**src/rtl/dq_conv_pkg.sv**
```systemverilog
package dq_conv_pkg;
  localparam int RAIL_W = 2;
  localparam int SYM_W  = 4;
  localparam logic [RAIL_W-1:0] RAIL_NULL = 2'b00;
  localparam logic [RAIL_W-1:0] RAIL_ZERO = 2'b01;
  localparam logic [RAIL_W-1:0] RAIL_ONE  = 2'b10;
  localparam logic [RAIL_W-1:0] RAIL_BAD  = 2'b11;

  function automatic logic rail_ok(input logic [RAIL_W-1:0] r);
    return (r == RAIL_ZERO) || (r == RAIL_ONE);
  endfunction

  function automatic logic [SYM_W-1:0] sym_of(input logic hi, input logic lo);
    logic [SYM_W-1:0] s;
    s = '0;
    s[{hi, lo}] = 1'b1;
    return s;
  endfunction
endpackage

```
**src/rtl/dq_merge_lane.sv**
```systemverilog
module dq_merge_lane
  import dq_conv_pkg::*;
(
  input  logic              clk,
  input  logic              rst,
  input  logic [RAIL_W-1:0] hi_in,
  input  logic [RAIL_W-1:0] lo_in,
  output logic [SYM_W-1:0]  sym_out,
  output logic              err_out
);
  logic both_ok, both_null, bad_code;

  always_comb begin
    both_ok   = rail_ok(hi_in) && rail_ok(lo_in);
    both_null = (hi_in == RAIL_NULL) && (lo_in == RAIL_NULL);
    bad_code  = (hi_in == RAIL_BAD) || (lo_in == RAIL_BAD);
  end

  always_ff @(posedge clk) begin
    if (rst) begin
      sym_out <= '0;
      err_out <= 1'b0;
    end else if (err_out || bad_code) begin
      err_out <= 1'b1;
      sym_out <= '0;
    end else if (sym_out == '0) begin
      if (both_ok) sym_out <= sym_of(hi_in == RAIL_ONE, lo_in == RAIL_ONE);
    end else if (both_null) begin
      sym_out <= '0;
    end
  end


  sym_onehot0_chk: assert property (@(posedge clk) disable iff (rst)
    $onehot0(sym_out));

  no_partial_chk: assert property (@(posedge clk) disable iff (rst)
    (sym_out == '0 && !both_ok) |=> sym_out == '0);

  hold_data_chk: assert property (@(posedge clk) disable iff (rst)
    (sym_out != '0 && !both_null) |=> (sym_out == $past(sym_out)) || err_out);

  err_sticky_chk: assert property (@(posedge clk) disable iff (rst)
    err_out |=> err_out);

  err_quiet_chk: assert property (@(posedge clk) disable iff (rst)
    err_out |-> sym_out == '0);
endmodule

```
**src/rtl/dq_split_lane.sv**
```systemverilog
module dq_split_lane
  import dq_conv_pkg::*;
(
  input  logic              clk,
  input  logic              rst,
  input  logic [SYM_W-1:0]  sym_in,
  output logic [RAIL_W-1:0] hi_out,
  output logic [RAIL_W-1:0] lo_out,
  output logic              err_out
);
  logic multi_hot;

  always_comb multi_hot = ($countones(sym_in) > 1);

  always_ff @(posedge clk) begin
    if (rst) begin
      hi_out  <= RAIL_NULL;
      lo_out  <= RAIL_NULL;
      err_out <= 1'b0;
    end else if (err_out || multi_hot) begin
      err_out <= 1'b1;
      hi_out  <= RAIL_NULL;
      lo_out  <= RAIL_NULL;
    end else if (sym_in == '0) begin
      hi_out <= RAIL_NULL;
      lo_out <= RAIL_NULL;
    end else begin
      hi_out <= (sym_in[3] | sym_in[2]) ? RAIL_ONE : RAIL_ZERO;
      lo_out <= (sym_in[3] | sym_in[1]) ? RAIL_ONE : RAIL_ZERO;
    end
  end


  spacer_out_chk: assert property (@(posedge clk) disable iff (rst)
    (sym_in == '0) |=> (hi_out == RAIL_NULL && lo_out == RAIL_NULL));

  both_decoded_chk: assert property (@(posedge clk) disable iff (rst)
    ($onehot(sym_in) && !err_out) |=> (rail_ok(hi_out) && rail_ok(lo_out)));

  split_err_sticky_chk: assert property (@(posedge clk) disable iff (rst)
    err_out |=> err_out);

  split_err_quiet_chk: assert property (@(posedge clk) disable iff (rst)
    err_out |-> (hi_out == RAIL_NULL && lo_out == RAIL_NULL));
endmodule

```
**src/rtl/dq_conv_top.sv**
```systemverilog
module dq_conv_top
  import dq_conv_pkg::*;
#(
  parameter int LANES = 1
) (
  input  logic                    clk,
  input  logic                    rst,
  input  logic [RAIL_W*LANES-1:0] mrg_hi,
  input  logic [RAIL_W*LANES-1:0] mrg_lo,
  output logic [SYM_W*LANES-1:0]  mrg_sym,
  output logic                    mrg_err,
  input  logic [SYM_W*LANES-1:0]  spl_sym,
  output logic [RAIL_W*LANES-1:0] spl_hi,
  output logic [RAIL_W*LANES-1:0] spl_lo,
  output logic                    spl_err
);
  logic [LANES-1:0] m_err, s_err;

  for (genvar g = 0; g < LANES; g++) begin : g_lane
    dq_merge_lane u_mrg (
      .clk     (clk),
      .rst     (rst),
      .hi_in   (mrg_hi[g*RAIL_W +: RAIL_W]),
      .lo_in   (mrg_lo[g*RAIL_W +: RAIL_W]),
      .sym_out (mrg_sym[g*SYM_W +: SYM_W]),
      .err_out (m_err[g])
    );
    dq_split_lane u_spl (
      .clk     (clk),
      .rst     (rst),
      .sym_in  (spl_sym[g*SYM_W +: SYM_W]),
      .hi_out  (spl_hi[g*RAIL_W +: RAIL_W]),
      .lo_out  (spl_lo[g*RAIL_W +: RAIL_W]),
      .err_out (s_err[g])
    );
  end

  assign mrg_err = |m_err;
  assign spl_err = |s_err;


  reset_clear_chk: assert property (@(posedge clk)
    $past(rst) |-> (mrg_sym == '0 && spl_hi == '0 && spl_lo == '0 && !mrg_err && !spl_err));
endmodule

```
**config.mk**
```make
export PLATFORM = sky130hd
export DESIGN_NAME = dq_conv_top
export DESIGN_NICKNAME = d
export VERILOG_FILES = /design/src/rtl/dq_conv_pkg.sv /design/src/rtl/dq_merge_lane.sv /design/src/rtl/dq_split_lane.sv /design/src/rtl/dq_conv_top.sv
export SDC_FILE = /design/constraint.sdc
export NUM_CORES = 1
export LEC_CHECK = 0
export ABC_CLOCK_PERIOD_IN_PS = 4700
export BUFFER_PORTS_ARGS = -buffer_cell sky130_fd_sc_hd__buf_2
export CAP_MARGIN = 30
export CORE_MARGIN = 2
export CORE_UTILIZATION = 25
export CTS_BUF_LIST = sky130_fd_sc_hd__clkbuf_16
export CTS_CLUSTER_SIZE = 12
export DETAILED_ROUTE_END_ITERATION = 8
export PLACE_DENSITY_LB_ADDON = 0.15
export SLEW_MARGIN = 15
export SYNTH_ARGS = -nofsm -noshare
export SYNTH_HDL_FRONTEND = slang
export SYNTH_HIERARCHICAL = 1
export SYNTH_SLANG_ARGS = --single-unit
```
**constraint.sdc**
```tcl
create_clock -name clk -period 4.7 [get_ports clk]
set_input_delay 1.175 -clock clk [delete_from_list [all_inputs] [get_ports clk]]
set_output_delay 1.175 -clock clk [all_outputs]
set_load 0.05 [all_outputs]
```
# [Word-level counts from Yosys, hierarchy flattened]
# Cells that the tools add are included.
[word_totals] regBits=10 inputBits=10 output_inout_bits=10 wordCells=43
[op_classes] n_addsub=3 n_lt_le_gt_ge=3 n_eq_ne=7 muxes=7 bitwise_logic=2 n_reduce_logical=16
[ops] op="$add 32x32->32" n=1
[ops] op="$gt 32x2->1 const B" n=1
[ops] op="$mux 4" n=3
[ops] op="$eq 2x2->1 const B" n=4
[ops] op="$logic_not 4->1" n=2
[ops] op="$logic_or 1x1->1" n=5
[ops] op="$add 1x1->2" n=2
[ops] op="$eq 2x1->1 const B" n=2
[ops] op="$logic_not 2->1" n=2
[ops] op="$mux 2" n=2
[ops] op="$logic_and 1x1->1" n=3
[ops] op="$lt 2x3->1 const B" n=1
[ops] op="$reduce_or 3->1" n=1
[ops] op="$demux 1 s2" n=1
[ops] op="$ge 2x1->1 const B" n=1
[ops] op="$ne 2x1->1 const B" n=1
[ops] op="$or 1x1->1" n=2
[ops] op="$reduce_and 2->1" n=1
[ops] op="$reduce_bool 2->1" n=1
[ops] op="$reduce_or 2->1" n=1
[ops] op="$mux 1" n=1

# [Longest topological paths before layout]
[depth] ltp_word=7 depth_mapped=5 mapped_depth_nobuf=5

# [Cells and area by module]
# The synthesis kept the hierarchy.
[by_module_without_submodules] module="dq_merge_lane" instances=1 cells_per_inst=32 area_per_inst_um2=306.5 seq_area_each_um2=100.1
[by_module_without_submodules] module="dq_split_lane" instances=1 cells_per_inst=21 area_per_inst_um2=232.7 seq_area_each_um2=100.1

# [Worst setup path before layout]
# Ideal clock, no wire load.
[synth_timing] path_type="input to register" startpoint="input port spl_sym[0]" endpoint="register g_lane[0].u_spl.lo_out[0]" setup_ps=88 arrival_time_ps=2539 required_time_ps=4612 path_slack_ps=2073 path_stages=5 n_path_buf=0 cell_sequence="inv_1 -> fa_1 -> nor2b_4 -> or4b_4 -> nor4_2"
[synth_via] elab_chain_cells=5 word_cells_on_any_way=6 cone_classes="add/sub: 2; order compare: 1; reduce/logical: 3"
[synth_lines] item="from (decl)" line_no="dq_conv_top.sv:12" text="input logic [SYM_W*LANES-1:0] spl_sym,"
[synth_lines] item="$add 1x1->2 (not written as such)" line_no="dq_split_lane.sv:13" text="always_comb multi_hot = ($countones(sym_in) > 1);"
[synth_lines] item="$add 32x32->32 (not written as such)" line_no="dq_split_lane.sv:13"
[synth_lines] item="$gt 32x2->1" line_no="dq_split_lane.sv:13"
[synth_lines] item="$logic_or 1x1->1" line_no="dq_split_lane.sv:20" text="end else if (err_out || multi_hot) begin"
[synth_lines] item="$reduce_or 3->1 (no line) (*)"
[synth_lines] item="to (signal assigned)" line_no="dq_split_lane.sv:29" text="lo_out <= (sym_in[3] | sym_in[1]) ? RAIL_ONE : RAIL_ZERO;"
[synth_lines] item="to (decl)" line_no="dq_split_lane.sv:8" text="output logic [RAIL_W-1:0] lo_out,"
# Mark *: on every way between the ends. The rest lies on a longest branch, timed or not.
# A chain may end at the register's enable or synchronous reset.

# [Worst setup path after layout]
[layout_timing] startpoint="input port spl_sym[1]" endpoint="register g_lane[0].u_spl.lo_out[0]"
[layout_via] elab_chain_cells=5 word_cells_on_any_way=8 cone_classes="add/sub: 2; order compare: 1; mux: 1; bitwise: 1; reduce/logical: 3"
[layout_lines] item="$add 1x1->2 (not written as such)" line_no="dq_split_lane.sv:13"
[layout_lines] item="$add 32x32->32 (not written as such)" line_no="dq_split_lane.sv:13"
[layout_lines] item="$gt 32x2->1" line_no="dq_split_lane.sv:13"
[layout_lines] item="$logic_or 1x1->1" line_no="dq_split_lane.sv:20"
[layout_lines] item="$reduce_or 3->1 (no line)"
# Parallel ways exist; a longest one is shown, timed or not.

==> flow_summary.toml <==
[finish]
instances_no_fill = 103
design_area_um2 = 747
multi_input_area_um2 = 313
register_area_um2 = 200
fin_nets = 95
areaGrowthSynthToFinish_pct = 38.5
antenna_cells = 0
drive_above_1_share_pct = 38.2
nFillCells = 219

[yosys]
avgSynthCellArea_um2 = 10.2
synth_nets = 71
synth_area_leader_cell = "dfxtp_1"
yosysTopAreaCellShare_pct = 37.1
ys_seq_elements = 10
yosys-top-cells-area = "dfxtp_1 37%, ha_1 16%, inv_1 4.9%"
ys_warn_count = 6
synthCells = 53
yosysUniqueCellTypes = 19
netlist_area_um2 = 539
yosysSeqAreaShare_pct = 37.1

[hold_path]
hold_end = "g_lane[0].u_mrg/sym_out[2]"
whs_path_depth = 2
holdCritPathClass = "flip-flop to flip-flop"
hp-start = "g_lane[0].u_mrg/sym_out[2]"

[placement]
io_buffers = 19
place.gp.congestion = 0.676
hpwl_um = 770
post-place-cells = 99
dpl-instance-area_um2 = 668

[worst_setup_path]
r2r_cells = 3
crit_slowest_cell = "fa_1"
worst_path_largest_cell_delay_ps = 560
cp-start-kind = "input pin"
worstPathArrival_ps = 2670
rr_startpoint = "g_lane[0].u_mrg/err_out"
endpoint_kind = "flip-flop"
critPathTopFamily = "simple AND/OR/NAND/NOR gates"
critical_path_peak_fanout = 4
worst_ep_required_time_ps = 4850
path_class = "input pin to flip-flop"
cp_cell_sequence = "buf_2, inv_1, fa_1, nor2b_4, or4b_4, nor4_2"
crit_buf_inv = 2
timing.rr.end = "g_lane[0].u_mrg/sym_out[1]"
ff2ff_setup_slack_ps = 3460
cp.depth = 6
cp-startpoint = "spl_sym[1]"

[clocking]
post_cts_resized = 0
cts.sinks = 10
cts_tree = "yes"
clk_pin_slew_ps = 40
ctsRootBufferMaster = "clkbuf_16"
cts_inserted_buffers = 3
htree_levels = 1
post_cts_buffers = 0
ctsHoldBuffers = 0
cts_buffer_depth = 2
clock_latency_ps = 230

[die]
rows = 16
start_util_pct = 26.9
ioPinCount = 20
die_w_um = 50.4
core_um2 = 2000
die_h_um = 50.4
die_area_um2 = 2540

[timing]
clock-skew-final_ps = 2.38
tns_ps = 0
slew_violations = 0
slew_headroom_pct = 75.2
worstMarginPinSlew_ps = 370
hold_viol = 0
fin_crit_sh_pct = 53.6
min_period_ps = 2520
max_clock_freq_mhz = 397
rsz0062_at_grt = "false"
finalSetupViolCount = 0

[pwr]
switching_share_pct = 23.9
powerDensity_nw_per_um2 = 378
p_int_mw = 0.215
power_frac_clock_pct = 52.8
power.leakage_nw = 0.359
pwr-share-comb_pct = 15.0
ir_drop_mv = 0.162
p_seq_share_pct = 32.2
p_switching_mw = 0.0674

[run_status]
status = "completed"

[detailed_routing]
drc = 0
avgRoutedWirePerCell_um = 9.37
viasPerCell = 4.23
drt_first_pass_iters = 2
ant_nets = 0
drt_iter0_drc = 2
drt-total-wl_um = 965
route.vias.total = 436

[global_route]
antenna_found_initial = 0
grt_pass1_wl_mm = 1.61
grt_pass1_vias = 377
grt_max_degree = 7
grt_util_all_layers_pct = 8.86
gr-total-overflow = 0

[job]
max_cap_viol_count = 0
==> stage by stage <==
step	utilization, %	setup WS, ps	hold slack, ps	total power, mW
after CTS	37.3	2160	491	0.286
after global placement	33.4	1950	483	0.135
after floorplan	-	2070	699	0.122
after detailed placement	33.4	1920	486	0.135
final	37.3	2180	487	0.282
after global routing	37.3	2120	514	0.296
==> logic make-up (layout without fill, tap and decap cells) <==
group | Yosys count | count (layout) | synth area share (%)
AND/OR/NAND/NOR | 23 | 23 | 32.0
flip-flops | 10 | 10 | 37.1
buffers and inverters | 7 | 30 | 4.87
AO/OA/AOI/OAI | 5 | 5 | 6.03
adder cells (fa/ha/maj) | 8 | 8 | 20.0
==> power groups by stage <==
| stage | sequential, mW | combinational (mW) | clock [mW] |
|---|---|---|---|
| 6_report | 0.0908 | 0.0423 | 0.149 |
| 5_1_grt | 0.0910 | 0.0464 | 0.159 |
| 4_1_cts | 0.0909 | 0.0430 | 0.153 |
| 3_5_place_dp | 0.0923 | 0.0426 | 0 |
| 3_3_place_gp | 0.0922 | 0.0426 | 0 |
| 2_1_floorplan | 0.104 | 0.0186 | 0 |
==> worst max-delay path by stage <==
stage | end | slack (ps)
floorplan | g_lane[0].u_spl/lo_out[0] | 2070
global placement | g_lane[0].u_spl/lo_out[0] | 1950
detailed placement | g_lane[0].u_spl/lo_out[0] | 1920
CTS | g_lane[0].u_spl/lo_out[0] | 2160
global route | g_lane[0].u_spl/lo_out[0] | 2120
finish | g_lane[0].u_spl/lo_out[0] | 2180
==> flip-flops by register name (all words and copies together) (netlist names) <==
signal	count
g_lane.u_mrg/sym_out	4
g_lane.u_spl/hi_out	2
g_lane.u_spl/err_out	1
g_lane.u_mrg/err_out	1
g_lane.u_spl/lo_out	2
==> routing by layer <==
| layer | track usage [%] | vias up | routed length (µm) |
|---|---|---|---|
| met2 | 11.8 | 13 | 449 |
| met1 | 11.7 | 196 | 444 |
| li1 | - | 225 | - |
| met3 | 0.893 | 2 | 49 |
| met4 | 9.46 | 0 | 21 |
| met5 | 0 | - | 0 |
==> synthesized netlist by cell type <==
library cell	count
nor4_2	2
o31ai_2	1
o21ai_0	4
nor3_1	1
nand2b_1	2
nor2b_1	2
nand4_2	1
nor3b_1	1
nand3_1	4
nor4_1	1
or4b_4	1
nor2_1	4
dfxtp_1	10
nor4_4	1
inv_1	7
ha_1	7
nand2_1	2
fa_1	1
nor2b_4	1
==> area by class of cell <==
class                           count  area share, %
Clock buffer                        3           10.1
Clock inverter                      1          0.503
Inverter                            7           3.52
Multi-Input combinational cell     36           41.9
Sequential cell                    10           26.8
Tap cell                           27           4.52
Timing Repair Buffer               19           12.7
==> layout by cell type, fill, tap and decap left out <==
master	n
buf_2	19
dfxtp_1	10
inv_1	7
ha_1	7
nand3_1	4
o21ai_0	4
nor2_1	4
clkbuf_16	3
nand2_1	2
nand2b_1	2
nor2b_1	2
nor4_2	2
clkinv_1	1
nor4_4	1
nor4_1	1
nand4_2	1
o31ai_2	1
nor3_1	1
nor2b_4	1
or4b_4	1
nor3b_1	1
fa_1	1
==> tightest hold or removal path, stage by stage (launching register included) <==
cell     delay (ps)
dfxtp_1         310
nand3_1          60
o21ai_0          70
Note: power is estimated with default switching activity, not from simulation.
